File: config.mk
export PLATFORM = sky130hd
export DESIGN_NAME = prio_irq_ctrl
export DESIGN_NICKNAME = d
export VERILOG_FILES = /design/src/rtl/prio_irq_pkg.sv /design/src/rtl/prio_irq_decode.sv /design/src/rtl/prio_irq_core.sv /design/src/rtl/prio_irq_ctrl.sv
export SDC_FILE = /design/constraint.sdc
export NUM_CORES = 1
export LEC_CHECK = 0
export BUFFER_PORTS_ARGS = -buffer_cell sky130_fd_sc_hd__buf_4
export CAP_MARGIN = 20
export CORE_UTILIZATION = 51
export CTS_CLUSTER_SIZE = 8
export DETAILED_ROUTE_END_ITERATION = 7
export PLACE_DENSITY = 0.87
export SYNTH_ARGS = -nofsm -noshare
export SYNTH_HDL_FRONTEND = slang
export SYNTH_SLANG_ARGS = --single-unit
export TNS_END_PERCENT = 100
File: constraint.sdc
create_clock -name clk -period 18.9 [get_ports clk]
set_clock_uncertainty 0.15 [all_clocks]
set_input_delay 3.78 -clock clk [delete_from_list [all_inputs] [get_ports clk]]
set_output_delay 3.78 -clock clk [all_outputs]
set_load 0.02 [all_outputs]
File: src/rtl/prio_irq_pkg.sv
package prio_irq_pkg;
  localparam int NUM_SRC = 5;
  localparam int LVL_W   = 3;

  // Source order; level and acknowledge windows follow it consecutively
  localparam int SRC_CPU = 0;
  localparam int SRC_EXT = 1;
  localparam int SRC_POS = 2;
  localparam int SRC_SER = 3;
  localparam int SRC_VB  = 4;

  // Window indices (byte offset >> 13)
  localparam int LVL_WIN_BASE = 3;   // 0x06000
  localparam int ACK_WIN_BASE = 11;  // 0x16000
  localparam int AUX_WIN      = 17;  // 0x22000
  localparam int WDOG_WIN     = 19;  // 0x26000
  localparam int AUX_CLR_BIT  = 1;

  typedef struct packed {
    logic [NUM_SRC-1:0] lvlWr;
    logic [NUM_SRC-1:0] lvlRd;
    logic [NUM_SRC-1:0] ackStb;
    logic               auxWr;
    logic               vbTrig;
  } strobe_t;
endpackage

File: src/rtl/prio_irq_decode.sv
module prio_irq_decode
  import prio_irq_pkg::*;
#(
  parameter int ADDR_W      = 18,
  parameter int WIN_SHIFT   = 13,
  parameter int LINE_W      = 10,
  parameter int VBLANK_LINE = 480
) (
  input  logic              clk,
  input  logic              rstN,
  input  logic              busSel,
  input  logic              busWr,
  input  logic [ADDR_W-1:0] busAddr,
  input  logic [LINE_W-1:0] scanLine,
  output strobe_t           stb
);
  localparam int WIN_W = ADDR_W - WIN_SHIFT;

  logic [WIN_W-1:0] win;
  logic             unusedLowAddr;
  logic             atLine;
  logic             atLineQ;

  assign win           = busAddr[ADDR_W-1:WIN_SHIFT];
  assign unusedLowAddr = ^busAddr[WIN_SHIFT-1:0];

  for (genvar i = 0; i < NUM_SRC; i++) begin : g_win
    assign stb.lvlWr[i]  = busSel &&  busWr && (win == WIN_W'(LVL_WIN_BASE + i));
    assign stb.lvlRd[i]  = busSel && !busWr && (win == WIN_W'(LVL_WIN_BASE + i));
    assign stb.ackStb[i] = busSel && (win == WIN_W'(ACK_WIN_BASE + i));
  end
  // Watchdog window decodes to no strobe at all
  assign stb.auxWr = busSel && busWr && (win == WIN_W'(AUX_WIN));

  assign atLine = (scanLine == LINE_W'(VBLANK_LINE));

  always_ff @(posedge clk) begin
    if (!rstN) atLineQ <= 1'b0;
    else       atLineQ <= atLine;
  end

  assign stb.vbTrig = atLine && !atLineQ;

  AST_ONE_STROBE: assert property (@(posedge clk) disable iff (!rstN)
    $onehot0({stb.lvlWr, stb.lvlRd, stb.ackStb, stb.auxWr})) else $error("strobe overlap");
  AST_VB_AT_LINE: assert property (@(posedge clk) disable iff (!rstN)
    stb.vbTrig |-> (scanLine == LINE_W'(VBLANK_LINE))) else $error("vblank off line");
  AST_VB_ONCE: assert property (@(posedge clk) disable iff (!rstN)
    stb.vbTrig |=> !stb.vbTrig) else $error("vblank retrigger");
endmodule

File: src/rtl/prio_irq_core.sv
module prio_irq_core
  import prio_irq_pkg::*;
#(
  parameter int DATA_W = 16
) (
  input  logic               clk,
  input  logic               rstN,
  input  strobe_t            stb,
  input  logic [NUM_SRC-2:0] evTrig,
  input  logic [DATA_W-1:0]  busWdata,
  output logic [DATA_W-1:0]  busRdata,
  output logic [LVL_W-1:0]   irqLevel
);
  logic [LVL_W-1:0]   lvl [NUM_SRC];
  logic [NUM_SRC-1:0] pend;
  logic [NUM_SRC-1:0] trig;
  logic [NUM_SRC-1:0] clr;
  logic [LVL_W-1:0]   lvlMax;
  logic [LVL_W-1:0]   rdLvl;
  logic               unusedWdata;

  assign unusedWdata = ^busWdata[DATA_W-1:LVL_W];
  assign trig        = {stb.vbTrig, evTrig};

  always_comb begin
    clr = stb.ackStb;
    clr[SRC_VB] = stb.ackStb[SRC_VB] | (stb.auxWr & busWdata[AUX_CLR_BIT]);
  end

  always_ff @(posedge clk) begin
    if (!rstN) begin
      pend <= '0;
      for (int i = 0; i < NUM_SRC; i++) lvl[i] <= '0;
    end else begin
      for (int i = 0; i < NUM_SRC; i++) begin
        if (stb.lvlWr[i]) lvl[i] <= busWdata[LVL_W-1:0];
        if (trig[i] && (lvl[i] != '0)) pend[i] <= 1'b1;
        else if (clr[i])               pend[i] <= 1'b0;
      end
    end
  end

  always_comb begin
    lvlMax = '0;
    for (int i = 0; i < NUM_SRC; i++)
      if (pend[i] && (lvl[i] > lvlMax)) lvlMax = lvl[i];
  end
  assign irqLevel = lvlMax;

  always_comb begin
    rdLvl = '0;
    for (int i = 0; i < NUM_SRC; i++)
      if (stb.lvlRd[i]) rdLvl = rdLvl | lvl[i];
  end
  assign busRdata = DATA_W'(rdLvl);

  for (genvar i = 0; i < NUM_SRC; i++) begin : g_chk
    AST_TRIG_LATCH: assert property (@(posedge clk) disable iff (!rstN)
      (trig[i] && (lvl[i] != '0)) |=> pend[i]) else $error("trigger lost");
    AST_ZERO_LVL_DROP: assert property (@(posedge clk) disable iff (!rstN)
      (trig[i] && (lvl[i] == '0) && !pend[i]) |=> !pend[i]) else $error("level 0 latched");
    AST_ACK_CLEARS: assert property (@(posedge clk) disable iff (!rstN)
      (clr[i] && !trig[i]) |=> !pend[i]) else $error("ack ignored");
    AST_TRIG_WINS: assert property (@(posedge clk) disable iff (!rstN)
      (clr[i] && trig[i] && (lvl[i] != '0)) |=> pend[i]) else $error("ack beat trigger");
    AST_OUT_COVERS: assert property (@(posedge clk) disable iff (!rstN)
      pend[i] |-> (irqLevel >= lvl[i])) else $error("output below pending");
  end
  AST_IDLE_ZERO: assert property (@(posedge clk) disable iff (!rstN)
    (pend == '0) |-> (irqLevel == '0)) else $error("spurious level");
endmodule

File: src/rtl/prio_irq_ctrl.sv
module prio_irq_ctrl
  import prio_irq_pkg::*;
#(
  parameter int ADDR_W      = 18,
  parameter int WIN_SHIFT   = 13,
  parameter int DATA_W      = 16,
  parameter int LINE_W      = 10,
  parameter int VBLANK_LINE = 480
) (
  input  logic               clk,
  input  logic               rstN,
  input  logic               busSel,
  input  logic               busWr,
  input  logic [ADDR_W-1:0]  busAddr,
  input  logic [DATA_W-1:0]  busWdata,
  output logic [DATA_W-1:0]  busRdata,
  input  logic [NUM_SRC-2:0] evTrig,
  input  logic [LINE_W-1:0]  scanLine,
  output logic [LVL_W-1:0]   irqLevel
);
  strobe_t stb;

  prio_irq_decode #(
    .ADDR_W(ADDR_W), .WIN_SHIFT(WIN_SHIFT), .LINE_W(LINE_W), .VBLANK_LINE(VBLANK_LINE)
  ) u_decode (
    .clk(clk), .rstN(rstN), .busSel(busSel), .busWr(busWr),
    .busAddr(busAddr), .scanLine(scanLine), .stb(stb)
  );

  prio_irq_core #(.DATA_W(DATA_W)) u_core (
    .clk(clk), .rstN(rstN), .stb(stb), .evTrig(evTrig),
    .busWdata(busWdata), .busRdata(busRdata), .irqLevel(irqLevel)
  );
endmodule

## Yosys cells after proc, flatten, opt, wreduce, memory -nomap -nowiden

Memories as Yosys holds them, arrays and structs flattened.
Index checks and enable logic that the tools add are counted.

| operators by class | value |
|---|---|
| order comparisons | 5 |
| bitwise logic cells | 11 |
| equality and inequality tests | 12 |
| reduce and logical (&&, ||, !) cells | 41 |
| mux-type cells | 41 |

Operators by type and width:

| kind | count |
|---|---|
| $mux W3 | 15 |
| $logic_and A1 B1 Y1 | 29 |
| $mux W1 | 26 |
| $eq A5 B4 Y1 const B | 5 |
| $eq A5 B3 Y1 const B | 4 |
| $reduce_bool A3 Y1 | 5 |
| $gt A3 B3 Y1 | 4 |
| $or A3 B3 Y3 | 4 |
| $eq A10 B9 Y1 const B | 1 |
| $reduce_bool A2 Y1 | 5 |
| $or A1 B1 Y1 | 6 |
| $eq A5 B2 Y1 const B | 1 |
| $eq A5 B5 Y1 const B | 1 |
| $gt A3 B1 Y1 const B | 1 |
| $logic_not A1 Y1 | 2 |
| $and A1 B1 Y1 | 1 |

| word-level totals | value |
|---|---|
| bits in registers | 6 |
| input port bits | 52 |
| memories | 1 |
| logic and storage cells | 117 |
| bits in writable memories | 15 |
| output and inout port bits | 19 |

Memory list:

| name | words | width | read ports | clocked after Yosys merged registers in | wr ports | RTL line | source |
|---|---|---|---|---|---|---|---|
| u_core.lvl | 5 | 3 | 5 | 0 | 5 | prio_irq_core.sv:14 | `logic [LVL_W-1:0] lvl [NUM_SRC];` |

## Logic depth before layout (Yosys ltp)

An unclocked memory read counts as a cell.

| depth | value |
|---|---|
| depth in word-level cells | 16 |
| gate-level depth with buffers | 24 |
| depth with buffers taken out | 24 |

## By module

Synthesis repeated with hierarchy kept, for this count alone.

| unflattened totals | value |
|---|---|
| cells, all modules | 177 |
| area total of the unflattened synthesis | 1,636.6 um^2 |

Modules (own cells, without submodules):

| module | area an instance (um^2) | seq. area each (um^2) | times used | cells each |
|---|---|---|---|---|
| prio_irq_core | 1,422.6 | 550.5 | 1 | 143 |
| prio_irq_decode | 214.0 | 20.0 | 1 | 34 |

## Least setup slack after synthesis

No wires, ideal clock.

| timing | value |
|---|---|
| kind | register to output |
| start | memory u_core.lvl[0][0] |
| end | output irqLevel[2] |
| data required time | 14.970 ns |
| setup slack | 9.910 ns |
| arrival time | 5.060 ns |
| buffers on the path | 0 |
| stages on the path, launching flop included | 23 |
| path through | edfxtp_1 -> and2_1 -> ha_1 -> a31oi_1 -> and2_2 -> mux2_2 -> ha_1 -> nor2_1 -> nor2_1 -> a211oi_1 -> o2111a_1 -> nor3_1 -> ha_1 -> nand3_1 -> nand2_1 -> a21oi_1 -> inv_1 -> a31oi_1 -> ha_1 -> nor2b_1 -> o21a_1 -> o211ai_1 -> mux2i_1 |

RTL lines:

| item | RTL line | source |
|---|---|---|
| start, declared | prio_irq_core.sv:14 |  |
| end, declared | prio_irq_ctrl.sv:19 | `output logic [LVL_W-1:0] irqLevel` |

==> key figures <==
Final layout
  • Post-layout nets: 257
  • Share of layout cells above drive strength 1: 23.7%
  • Number of antenna cells inserted: 0
  • Number of inserted filler cells in the final layout: 231
  • Core occupancy in the finished layout: 63.6%
  • Non-Filler Cell Area, Final: 0.00180 mm2
  • Area growth syn-to-layout: 15.0%

Critical path
  • Kind of start point of the critical path: flip-flop
  • Kind of end point of the critical path: primary output
  • Arrival time of the worst setup path: 6.14 ns
  • Crit Path Category: reg -> out
  • Critical path data required time: 14.97 ns
  • Maximum fanout along the worst path: 6

Routing
  • Routed wirelength normalized by instance count: 16.1 um
  • Detailed Route Iter0 Violations: 41
  • Antenna violation net count after detailed routing: 0
  • Vias post-DR: 1356
  • Detailed Routing Iterations Pass 1: 6
  • Routed WL: 3.62 mm
  • Via-per-instance ratio: 6.03
  • # DRC: 4

Timing
  • Number of pins exceeding their max-slew limit in the final report: 0
  • Final Hold Viols: 0
  • RSZ-0062 raised after global routing: false
  • Setup-violating endpoint count in the final report: 0
  • Period utilization: 53.3%
  • Timing-limited maximum frequency: 0.0993 GHz
  • Worst hold margin: 0.345 ns
  • Post-layout min period: 10.07 ns
  • Final-layout setup total negative slack: 0 ns

Floorplan
  • Count of standard-cell rows: 19
  • Total die area: 0.00329 mm2
  • Initial Utilization: 55.3%
  • Core region area: 0.00283 mm2
  • Total I/O pin count: 71
  • Die boundary width: 57.4 um
  • Die outline height: 57.4 um

Synth
  • Area contributors post-synth: sky130_fd_sc_hd__edfxtp_1, sky130_fd_sc_hd__ha_1, sky130_fd_sc_hd__dfxtp_1, sky130_fd_sc_hd__buf_4, sky130_fd_sc_hd__mux4_2
  • Post-synthesis sequential element count: 21
  • Number of synthesized flops with an enable pin: 15
  • Syn Std Cell Area: 0.00156 mm2
  • Fraction of registers with async set or reset after synthesis: 0%
  • Area fraction of the dominant cell type after synthesis: 28.8%
  • Portion of the post-synthesis area used by sequential elements: 36.5%
  • Post-Syn Instances: 163
  • Synthesized area divided by synthesized cell count: 9.60 um2
  • Main synth FF type: sky130_fd_sc_hd__edfxtp_1
  • Post-synth top area cell: sky130_fd_sc_hd__edfxtp_1
  • Yosys warning count: 0
  • Count of unique library cells instantiated by Yosys: 43

Outcome
  • Run status: finished with violations
  • Violations in the final reports: DRC

Clocking
  • Clock insertion delay at the later pin of the skew report: 0.30 ns
  • H-tree Lvls: 1
  • Hold buffer count at CTS: 0
  • Setup Fix Bufs, Post-CTS: 0
  • Clock transition at the register clock pins on the worst setup and hold paths after CTS: 0.11 ns
  • Cell at the root of the clock tree: sky130_fd_sc_hd__clkbuf_4
  • Post-CTS Resized: 0
  • Maximum clock path buffer count: 2
  • Number of clock sinks: 21
  • CTS tree: built
  • Total CTS buffers: 3

GRT
  • Overall track demand over capacity in global routing: 23.5%
  • Via count of the first global-routing pass: 1376
  • Total grt overflow: 0
  • Pin count of the biggest net entering global routing: 14
  • Number of antenna violations at the first check in global routing: 0
  • Global-route wire length before repair: 5.82 mm

Power
  • Static leakage: 0.785 nW
  • Power density of the placed cells: 62.6 mW/mm2
  • VDD IR-drop max: 0.0000541 V
  • PnR Total Power: 113 uW

Place
  • Count of port buffers added during placement: 31
  • Half-perimeter wire length after detailed placement: 3.02 mm
  • Placed cell area: 0.00177 mm2
  • Global placement routability congestion: 0.832

Hold path
  • Path class of the lowest-slack min-delay path: reg -> reg

Job
  • Number of max-capacitance violations reported: 0
==> worst max-delay path, cell delays in order (launching register included) <==
cell,delay (ns)
sky130_fd_sc_hd__edfxtp_1,0.44
sky130_fd_sc_hd__and2_1,0.20
sky130_fd_sc_hd__ha_1,0.29
sky130_fd_sc_hd__a31oi_1,0.39
sky130_fd_sc_hd__and2_2,0.28
sky130_fd_sc_hd__mux2_2,0.38
sky130_fd_sc_hd__ha_1,0.30
sky130_fd_sc_hd__nor2_1,0.17
sky130_fd_sc_hd__nor2_1,0.07
sky130_fd_sc_hd__a211oi_1,0.36
sky130_fd_sc_hd__o2111a_1,0.27
sky130_fd_sc_hd__nor3_1,0.07
sky130_fd_sc_hd__ha_1,0.31
sky130_fd_sc_hd__nand3_1,0.08
sky130_fd_sc_hd__nand2_1,0.06
sky130_fd_sc_hd__a21oi_1,0.30
sky130_fd_sc_hd__inv_1,0.12
sky130_fd_sc_hd__a31oi_1,0.29
sky130_fd_sc_hd__ha_1,0.29
sky130_fd_sc_hd__nor2b_1,0.13
sky130_fd_sc_hd__o21a_1,0.16
sky130_fd_sc_hd__o211ai_1,0.37
sky130_fd_sc_hd__mux2_4,0.34
sky130_fd_sc_hd__buf_4,0.16
==> path summary, 6_finish.rpt <==
path                                  startpoint             end  slack [ns]  cells after the start
worst min register to register    u_core.pend[4]  u_core.pend[4]        0.35                      2
worst max register to register  u_core.lvl[0][5]  u_core.pend[1]       17.73                      2
worst max-delay path            u_core.lvl[0][0]     irqLevel[0]        8.83                     23
worst min-delay path              u_core.pend[4]  u_core.pend[4]        0.35                      2
==> cell usage after synthesis (all sizes together) (2+ instances only) <==
| cell | n |
|---|---|
| mux2i | 2 |
| o31ai | 6 |
| mux4 | 3 |
| buf | 13 |
| ha | 10 |
| dfxtp | 6 |
| clkbuf | 3 |
| edfxtp | 15 |
| o21ai | 7 |
| o2111ai | 2 |
| nor2b | 4 |
| nand2 | 14 |
| mux2 | 2 |
| a22oi | 3 |
| nor3 | 4 |
| a31oi | 4 |
| and2 | 6 |
| inv | 11 |
| a21boi | 4 |
| a211oi | 3 |
| nand3 | 6 |
| nand2b | 3 |
| nor2 | 11 |
| a21oi | 5 |
==> power by group <==
part	switching (mW)	internal, mW
combinational	0.0200	0.0165
clock	0.0131	0.00825
sequential	0.00297	0.0518
==> cell families after synthesis <==
| family | after synthesis | share of synthesized area [%] |
|---|---|---|
| AND/OR/NAND/NOR | 55 | 18.6 |
| AO/OA/AOI/OAI | 42 | 19.8 |
| buffers and inverters | 27 | 9.60 |
| flip-flops | 21 | 36.5 |
| adder cells (fa/ha/maj) | 10 | 8.00 |
| multiplexers | 7 | 7.28 |
| other | 1 | 0.240 |
==> cells in the final DEF, fill, tap and decap left out, types with 2 or more instances in the layout <==
master,instances
sky130_fd_sc_hd__a211oi_1,3
sky130_fd_sc_hd__a21oi_1,5
sky130_fd_sc_hd__mux2i_1,2
sky130_fd_sc_hd__nor3_1,4
sky130_fd_sc_hd__o31ai_1,6
sky130_fd_sc_hd__a21boi_0,4
sky130_fd_sc_hd__o21ai_0,7
sky130_fd_sc_hd__a22oi_1,3
sky130_fd_sc_hd__edfxtp_1,15
sky130_fd_sc_hd__a31oi_1,4
sky130_fd_sc_hd__nor2b_1,3
sky130_fd_sc_hd__ha_1,10
sky130_fd_sc_hd__conb_1,13
sky130_fd_sc_hd__nand2_1,14
sky130_fd_sc_hd__inv_1,11
sky130_fd_sc_hd__o2111ai_1,2
sky130_fd_sc_hd__buf_4,31
sky130_fd_sc_hd__and2_1,5
sky130_fd_sc_hd__nand3_1,6
sky130_fd_sc_hd__nor2_1,11
sky130_fd_sc_hd__clkbuf_4,3
sky130_fd_sc_hd__nand2b_1,3
sky130_fd_sc_hd__dfxtp_1,6
sky130_fd_sc_hd__mux4_2,3
==> through the flow <==
step                cells  setup WS, ns
finish                225          8.83
global route          225          8.52
CTS                   225          8.90
detailed placement    221          9.25
floorplan             175          9.91
global placement      221          9.58
==> flip-flops by register name (all words and copies together), names as in the netlist <==
| register | count |
|---|---|
| u_core.pend | 5 |
| u_decode.atLineQ | 1 |
| u_core.lvl | 15 |
==> final cells by class <==
type	count	area [um2]	share of cell area, %
Multi-Input combinational cell	127	888	49.4
Clock buffer	4	26.3	1.46
Timing Repair Buffer	31	233	12.9
Sequential cell	21	571	31.7
Tap cell	31	38.8	2.16
Inverter	11	41.3	2.30
==> layer usage <==
metal | wire (um) | share of wire [%] | global-route usage (%) | up-vias
met3 | 142 | 3.9 | 2.95 | 15
li1 | - | - | - | 647
met4 | 133 | 3.7 | 12.5 | 0
met1 | 1350 | 37 | 24.9 | 632
met2 | 1990 | 55 | 44.7 | 62
met5 | 0 | 0 | 0 | -
Note: power is estimated with default switching activity, not from simulation.
